### src/rtl/mon_pkg.sv
// Shared constants for the monitoring counter bank.
// Assumes the read map puts the two event counters first, then one word per command type.
package mon_pkg;
    localparam int IDX_ACC   = 0;
    localparam int IDX_TRUNC = 1;
    localparam int IDX_CMD0  = 2;
    localparam int NUM_EVT   = 2;
endpackage

### src/rtl/mon_sat_counter.sv
// Single saturating event counter with a synchronous clear.
// Assumes clr takes priority over inc, and that the count stops at all ones.
module mon_sat_counter #(
    parameter int W = 32
) (
    input  logic         clk,
    input  logic         rst_n,
    input  logic         clr,
    input  logic         inc,
    output logic [W-1:0] cnt
);
    localparam logic [W-1:0] MAX = {W{1'b1}};

    // Count up on inc, hold at MAX, go to zero on clear or reset.
    always_ff @(posedge clk) begin
        if (!rst_n || clr)
            cnt <= '0;
        else if (inc && cnt != MAX)
            cnt <= cnt + 1'b1;
    end

    p_clear_wins_r5: assert property (@(posedge clk) disable iff (!rst_n)
        clr |=> cnt == '0);
    p_no_overflow_r6: assert property (@(posedge clk) disable iff (!rst_n)
        (cnt == MAX && !clr) |=> cnt == MAX);
    p_step_r1: assert property (@(posedge clk) disable iff (!rst_n)
        (inc && !clr && cnt != MAX) |=> cnt == $past(cnt) + 1'b1);
    p_idle_hold_r2: assert property (@(posedge clk) disable iff (!rst_n)
        (!inc && !clr) |=> $stable(cnt));
endmodule

### src/rtl/mon_snap_timer.sv
// Periodic snapshot timer: pulses tick once every per_q cycles.
// Assumes a period of 0 disables it, and that a write restarts the count and
// suppresses a tick in the same cycle.
module mon_snap_timer #(
    parameter int PW = 16
) (
    input  logic          clk,
    input  logic          rst_n,
    input  logic          per_wr,
    input  logic [PW-1:0] per_val,
    output logic          tick
);
    logic [PW-1:0] per_q;
    logic [PW-1:0] tmr;

    // Tick when the count reaches the last cycle of the period.
    always_comb tick = (per_q != '0) && (tmr == per_q - 1'b1) && !per_wr;

    // Hold the period and advance the cycle count.
    always_ff @(posedge clk) begin
        if (!rst_n) begin
            per_q <= '0;
            tmr   <= '0;
        end else if (per_wr) begin
            per_q <= per_val;
            tmr   <= '0;
        end else if (per_q == '0 || tick) begin
            tmr   <= '0;
        end else begin
            tmr   <= tmr + 1'b1;
        end
    end

    p_restart_r10: assert property (@(posedge clk) disable iff (!rst_n)
        per_wr |=> tmr == '0);
    p_tmr_bound_r9: assert property (@(posedge clk) disable iff (!rst_n)
        (per_q != '0) |-> tmr < per_q);
    p_tick_gap_r9: assert property (@(posedge clk) disable iff (!rst_n)
        (tick && per_q > 1 && !per_wr) |=> !tick);
endmodule

### src/rtl/mon_snapshot_counters.sv
// Bank of live monitoring counters with a shadow copy that is taken all at once.
// Assumes the read port is slow and reads only the shadow bank. The event counter
// reset clears the live counters only; a snapshot in the same cycle sees the
// values from before the reset.
module mon_snapshot_counters
    import mon_pkg::*;
#(
    parameter int CNT_W   = 32,
    parameter int NUM_CMD = 4,
    parameter int PER_W   = 24,
    parameter int ADDR_W  = $clog2(NUM_EVT + NUM_CMD)
) (
    input  logic               clk,
    input  logic               rst_n,
    input  logic               evt_valid,
    input  logic               evt_hdr_only,
    input  logic               evt_trunc,
    input  logic [NUM_CMD-1:0] cmd_strobe,
    input  logic               evt_cnt_rst,
    input  logic               snap_req,
    input  logic               per_wr,
    input  logic [PER_W-1:0]   per_val,
    input  logic [ADDR_W-1:0]  rd_addr,
    output logic [CNT_W-1:0]   rd_data,
    output logic               snap_done
);
    localparam int NUM_CNT = NUM_EVT + NUM_CMD;

    logic [NUM_CNT-1:0] inc;
    logic [CNT_W-1:0]   cnt_q  [NUM_CNT];
    logic [CNT_W-1:0]   shadow [NUM_CNT];
    logic               tick;
    logic               snap;

    // Map each event source onto its counter index.
    always_comb begin
        inc[IDX_ACC]   = evt_valid && !evt_hdr_only;
        inc[IDX_TRUNC] = evt_trunc;
    end

    for (genvar k = 0; k < NUM_CMD; k++) begin : g_cmd_inc
        assign inc[IDX_CMD0 + k] = cmd_strobe[k];
    end

    for (genvar i = 0; i < NUM_CNT; i++) begin : g_cnt
        mon_sat_counter #(.W(CNT_W)) u_cnt (
            .clk   (clk),
            .rst_n (rst_n),
            .clr   (evt_cnt_rst),
            .inc   (inc[i]),
            .cnt   (cnt_q[i])
        );
    end

    mon_snap_timer #(.PW(PER_W)) u_timer (
        .clk     (clk),
        .rst_n   (rst_n),
        .per_wr  (per_wr),
        .per_val (per_val),
        .tick    (tick)
    );

    // A snapshot comes from the single-shot strobe or from the timer.
    always_comb snap = snap_req || tick;

    // Copy every live count into the shadow bank on the same edge.
    always_ff @(posedge clk) begin
        if (!rst_n) begin
            for (int i = 0; i < NUM_CNT; i++) shadow[i] <= '0;
            snap_done <= 1'b0;
        end else begin
            if (snap)
                for (int i = 0; i < NUM_CNT; i++) shadow[i] <= cnt_q[i];
            snap_done <= snap;
        end
    end

    // Select one shadow word; addresses past the bank read zero.
    always_comb begin
        rd_data = '0;
        for (int i = 0; i < NUM_CNT; i++)
            if (rd_addr == ADDR_W'(i)) rd_data = shadow[i];
    end

    for (genvar i = 0; i < NUM_CNT; i++) begin : g_chk
        p_snap_copy_r8: assert property (@(posedge clk) disable iff (!rst_n)
            snap |=> shadow[i] == $past(cnt_q[i]));
        p_shadow_hold_r7: assert property (@(posedge clk) disable iff (!rst_n)
            !snap |=> $stable(shadow[i]));
    end

    p_hdr_only_r1: assert property (@(posedge clk) disable iff (!rst_n)
        (evt_valid && evt_hdr_only && !evt_cnt_rst) |=> cnt_q[IDX_ACC] == $past(cnt_q[IDX_ACC]));
    p_done_r9: assert property (@(posedge clk) disable iff (!rst_n)
        snap |=> snap_done);
endmodule

### config.mk
export PLATFORM = sky130hd
export DESIGN_NAME = mon_snapshot_counters
export DESIGN_NICKNAME = d
export VERILOG_FILES = /design/src/rtl/mon_pkg.sv /design/src/rtl/mon_sat_counter.sv /design/src/rtl/mon_snap_timer.sv /design/src/rtl/mon_snapshot_counters.sv
export SDC_FILE = /design/constraint.sdc
export NUM_CORES = 1
export LEC_CHECK = 0
export BUFFER_PORTS_ARGS = -buffer_cell sky130_fd_sc_hd__buf_2
export CAP_MARGIN = 20
export CORE_UTILIZATION = 65
export CTS_BUF_LIST = sky130_fd_sc_hd__clkbuf_8
export DETAILED_ROUTE_END_ITERATION = 12
export GPL_TIMING_DRIVEN = 0
export PLACE_DENSITY_LB_ADDON = 0.1
export SYNTH_ARGS = -nofsm -noshare
export SYNTH_HDL_FRONTEND = slang
export SYNTH_HIERARCHICAL = 1
export SYNTH_SLANG_ARGS = --single-unit
### constraint.sdc
create_clock -name clk -period 8.4 [get_ports clk]
set_input_delay 0.84 -clock clk [delete_from_list [all_inputs] [get_ports clk]]
set_output_delay 0.84 -clock clk [all_outputs]
set_load 0.02 [all_outputs]
==> flow_summary.toml, run 1 <==
[run_status]
status = "completed"

[floorplanning]
start_util_pct = 66.1
io_pins = 72
chipWidth_um = 184
die_y_um = 184
coreArea_sq_um = 32500
dieArea_sq_um = 33800
core.rowCount = 66

[grt]
grt_max_degree = 78
grt_antenna_before_repair = 0
grt_pass1_vias = 16200
grt_overflow = 0
track_usage_pct = 33.6
grt_pass1_wl_um = 87600

[route]
dr.pass1.iters = 5
ant_nets = 0
top_layer_used = "met4"
viasPerCell = 6.40
routed-via-count = 17600
wl_met3_um = 4890
wl_um = 56200
drc = 0
wl_met2_um = 26400
wl_met1_um = 23100
detail_route.wl_per_cell_um = 20.5
drtIter0Drc = 1983

[timing]
fmax_mhz = 204
period_share_pct = 58.3
finClkSkew_ps = 33.3
rsz0062_at_grt = "no"
tightest_slew_ps = 1010
hold_slack_ps = 474
fin_crit_ps = 4890
hold_viol_final = 0
finalMaxSlewViolations = 0
relSlewSlack_pct = 32.1
setup-violations-final = 0

[cts]
htreeDepth = 3
cts_buffers = 72
clk_pin_slew_ps = 70
cts-root-buf = "clkbuf_8"
post_cts_resized = 0
clock_sinks = 433
cts_tree = "done"
clk_latency_ps = 620
hold_buffers = 0
post-cts-setup-buffer-count = 0
clk_path_buf_depth = 3

[yosys]
synth_top_family_by_area = "simple AND/OR/NAND/NOR gates"
synth-edff-count = 192
synth_area_per_cell_sq_um = 10.2
netlist_area_sq_um = 21500
ys_warn_count = 6
ys_seq_area_share_pct = 49.3
synth.area.top_cells = "edfxtp_1 27%, dfxtp_1 22%, and2_1 5.8%"
synth_seq_cells = 433
synth-compound-area-share_pct = 12.3
synth_simple_gate_area_share_pct = 25.3
synth_fa_ha_area_share_pct = 0.524
synth-xor-area-share_pct = 5.22
synth_most_common_cell = "dfxtp_1"
muxShareOfSynthArea_pct = 3.77
async_reset_ff_share_pct = 0
synth_cells = 2103
ys.flop_type = "dfxtp_1"
synth_common_cells = "241 x dfxtp_1, 200 x and2_1, 192 x edfxtp_1"
synth_nets = 2151
yosysTopAreaCellShare_pct = 26.8
synth_area_leader_cell = "edfxtp_1"
synth_cell_types = 70

[worst_setup_path]
start_kind = "register"
crit_path_top_delay_cell = "clkbuf_1"
critPathMaxStageDelay_ps = 590
cp_common_cell = "buf_2"
crit_path_max_fanout = 10
crit_arrival_ps = 5360
crit_required_ps = 8860
worstPathCellList = "inv_1, ha_1, or3b_1, buf_2, nor3_2, a21oi_1, or4_1, or4b_4, nor4_4, buf_6, nor2_1, nor2b_1, buf_2, clkbuf_1, and2_1"
cp-end-kind = "register"
crit_type = "reg -> reg"
ff2ff_path_depth = 15

[power]
p_per_area_nw_per_um2 = 186
ir_drop_mv = 0.140
finalPower_uw = 4440
p_leak_uw = 0.00856

[layout]
layout-drive-gt1-share_pct = 13.7
area_growth_pct = 11.2
fin_area_sq_um = 23900
final_nets = 2296
fin_util_pct = 73.5
n_antenna_cell = 0
fin_cells = 2748

[place]
place_hpwl_um = 40400
io_buffers = 68
numPlacedInstances = 2616
placed_area_sq_um = 22500
gp_congestion = 0.944

[worst_hold_path]
hp-class = "in -> reg"
holdPathStages = 3

[job]
max-cap-violations = 0
worst max-delay path, delay by kind of cell (launching register included):
| family | cells | cell delay, ps |
|---|---|---|
| adder cells (fa/ha/maj) | 1 | 260 |
| AND/OR/NAND/NOR | 8 | 2570 |
| buffers and inverters | 5 | 1480 |
| AO/OA/AOI/OAI | 1 | 80 |
| flip-flops | 1 | 360 |
sequential cells by signal, indices dropped and copies added (netlist names):
register         cells
g_cnt.u_cnt/cnt    192
u_timer/per_q       24
u_timer/tmr         24
shadow             192
snap_done            1
worst paths after layout:
check                                end  slack, ps                    from
setup reg to reg           shadow[0][68]       3510        u_timer/per_q[0]
hold reg to reg   g_cnt[1].u_cnt/cnt[11]        500  g_cnt[1].u_cnt/cnt[11]
hold / removal          u_timer/per_q[3]        470              per_val[3]
setup / recovery           shadow[0][68]       3510        u_timer/per_q[0]
layout by cell type, fill, tap and decap left out, types with 56 or more instances in the layout:
cell type,count
edfxtp_1,192
clkbuf_8,89
clkbuf_1,65
xnor2_1,101
nand4_1,57
buf_2,92
nand2_1,127
nor2_1,136
nand3_1,68
o31ai_1,56
dfxtp_1,241
and2_1,200
a21oi_1,121
or4_1,63
where the power goes:
part           internal [uW]  total (uW)  leakage, uW  switching, uW
logic                    108         325      0.00368            217
clock network            987        1830     0.000834            847
registers               2250        2280      0.00405           29.7
per-layer routing:
layer | up-vias | track usage [%]
met5 | - | 0
met4 | 0 | 12.7
met3 | 128 | 6.34
met2 | 821 | 53.5
met1 | 8445 | 45.5
li1 | 8200 | -
layout make-up:
type | instances | area, sq um
clock buffers | 89 | 1220
repair buffers | 71 | 415
flip-flops and latches | 433 | 10600
inverters | 23 | 87.6
multi-input cells | 1527 | 10100
plain buffers | 120 | 688
clock inverters | 43 | 208
fillers | 2443 | 8640
well taps | 442 | 553
metrics by stage:
step | setup WS, ps | TNS, ps
floorplan | 896 | 0
CTS | 3560 | 0
detailed placement | 3610 | 0
global placement | -764 | -144270
global route | 3250 | 0
finish | 3510 | 0
kinds of logic after synthesis:
| kind of cell | Yosys count |
|---|---|
| xor+xnor | 128 |
| flops | 433 |
| mux | 77 |
| fa+ha+maj | 9 |
| simple gates | 912 |
| compound gates | 401 |
| buf+inv | 143 |
Note: power is estimated with default switching activity, not from simulation.
==> run 2, diff against run 1 <==
- CORE_UTILIZATION: 65 -> 58
- clock period: 8.4 -> 4.1 ns (I/O delays scaled with it)
==> run 2 against run 1 <==
Against the previous run: final cell count grew 1.5%; combinational power grew 110%; clock-buffer cell count shrank 5; clock power grew 100%; largest cell class unchanged.
==> flow_summary.toml, run 2 (synthesis results as in run 1) <==
[worst_setup_path]
start_kind = "register"
worstPathCellList = "inv_2, ha_4, or3b_1, buf_6, nor3_4, a21oi_1, or4_1, or4b_4, nor4_4, buf_6, nor2_4, nor2b_4, buf_6, clkbuf_2, and2_1"
crit_arrival_ps = 4400
setup.worst_path.start = "u_timer/per_q[0]"
cp-end-kind = "register"
reg2reg_from = "u_timer/per_q[0]"
crit_path_max_fanout = 10
crit_type = "reg -> reg"
cp_common_cell = "buf_6"
critPathMaxStageDelay_ps = 560
crit_path_top_delay_cell = "or4b_4"
crit_required_ps = 4560

[route]
dr.pass1.iters = 7
drc = 0
viasPerCell = 6.25
drtIter0Drc = 1448
routed-via-count = 17400
wl_um = 58300
detail_route.wl_per_cell_um = 20.9
ant_nets = 0

[cts]
clk_latency_ps = 630
cts-root-buf = "clkbuf_8"
htreeDepth = 3
cts_buffers = 76
clk_path_buf_depth = 3
clock_sinks = 433
clk_pin_slew_ps = 60
cts_tree = "done"

[timing]
period_share_pct = 96.2
fmax_mhz = 253
rsz0062_at_grt = "yes"
hold_viol_final = 0
finClkSkew_ps = 20.1
tightest_slew_ps = 1010
setup-violations-final = 0
fin_ws_ps = 155
fin_crit_ps = 3940
finalMaxSlewViolations = 0
relSlewSlack_pct = 32.1

[layout]
final_cell_mix = "239 x dfxtp_1, 200 x and2_1, 192 x edfxtp_1"
area_growth_pct = 12.1
fin_cells = 2789
fill_cells = 2926
mostFrequentLayoutCell = "dfxtp_1"
final_nets = 2305
layout-drive-gt1-share_pct = 14.6
largest_registers = "g_cnt.u_cnt/cnt x192, shadow x192"

[power]
power_frac_comb_pct = 7.5
p_int_uw = 6810
switchingPower_uw = 2310
ir_drop_mv = 0.238
p_leak_uw = 0.00869
p_sw_share_pct = 25.4
pwr-share-seq_pct = 51.3
p_per_area_nw_per_um2 = 379
clkPwrFrac_pct = 41.1

[floorplanning]
die_y_um = 194
dieArea_sq_um = 37800
chipWidth_um = 194
io_pins = 72
start_util_pct = 58.8
coreArea_sq_um = 36500
core.rowCount = 70

[place]
gp_congestion = 1.01
dp_slack_ps = -596
numPlacedInstances = 2640
io_buffers = 68
place_hpwl_um = 41300

[grt]
grt_antenna_before_repair = 1
track_usage_pct = 30.9
grt_overflow = 0
grt_pass1_wl_um = 91200
grt_pass1_vias = 16300
grt_max_degree = 53

[worst_hold_path]
hp-class = "in -> reg"
min_from = "per_val[9]"

[run_status]
status = "completed"

[job]
max-cap-violations = 0
==> run 2: cell types whose count changed in the layout (fill, tap and decap cells not counted), moves of 2 or more <==
cell / delta
dfxtp_1: -2
inv_2: +2
dlygate4sd3_1: +3
clkbuf_2: +13
clkbuf_8: -5
inv_1: +9
inv_8: +2
buf_6: +3
inv_6: +3
clkbuf_1: -17
diode_2: +2
clkinv_2: -3
==> run 2: per-stage QoR <==
| step | total power [uW] | TNS, ps | hold slack (ps) | util, % | cell area [sq um] |
|---|---|---|---|---|---|
| detailed placement | 5420 | -120650 | 483 | 61.6 | 22500 |
| CTS | 9180 | -85.1 | 1.94 | 65.8 | 24000 |
| floorplan | 5160 | 0 | 456 | - | 21500 |
| finish | 9120 | 0 | 42.4 | 66.0 | 24100 |
| global route | 9450 | -46.4 | 16.1 | 66.0 | 24100 |
| global placement | 5410 | -163670 | 475 | 61.5 | 22500 |
==> run 2: timing repair <==
action	4_1_cts	5_1_grt
buffers inserted	1	0
hold endpoints to repair	3	0
cloned	2	1
hold buffers	3	0
endpoints found under the setup margin	384	284
pin swaps	1	0
resized for setup	10	30
==> run 2: routing by layer <==
metal	GRT usage (%)	wire (um)	up-vias
li1	-	-	8260
met3	5.99	4420	118
met1	41.7	25100	8441
met4	12.4	2060	0
met5	0	0	-
met2	48.7	26700	619
==> run 2: final timing paths <==
check | end | slack (ps) | cells after the start
worst max-delay path | shadow[0][89] | 160 | 15
worst min-delay path | u_timer/per_q[9] | 40 | 3
worst max register to register | shadow[0][89] | 160 | 15
worst min register to register | g_cnt[4].u_cnt/cnt[11] | 490 | 2
==> run 2: final cells by class <==
type / instances / area, sq um / share of cell area (%)
clock inverters: 56 / 283 / 1.17
clock buffers: 84 / 1160 / 4.80
repair buffers: 74 / 433 / 1.80
plain buffers: 120 / 731 / 3.03
diodes: 2 / 5.00 / 0.0208
inverters: 23 / 87.6 / 0.364
flip-flops and latches: 433 / 10600 / 44.0
multi-input cells: 1529 / 10200 / 42.4
well taps: 468 / 586 / 2.43
==> run 2: critical path: cells and delay by family, from the launching register on <==
family                   cells  cell delay [ps]
AND/OR/NAND/NOR              8             2300
buffers and inverters        5              860
flip-flops                   1              370
adder cells (fa/ha/maj)      1              160
AO/OA/AOI/OAI                1               80
==> run 2: power groups by stage <==
stage	Clock (uW)	Sequential [uW]	Combinational (uW)
floorplan	0	4740	422
global placement	0	4770	640
detailed placement	0	4770	653
CTS	3840	4680	668
global route	4040	4690	729
finish	3750	4680	688
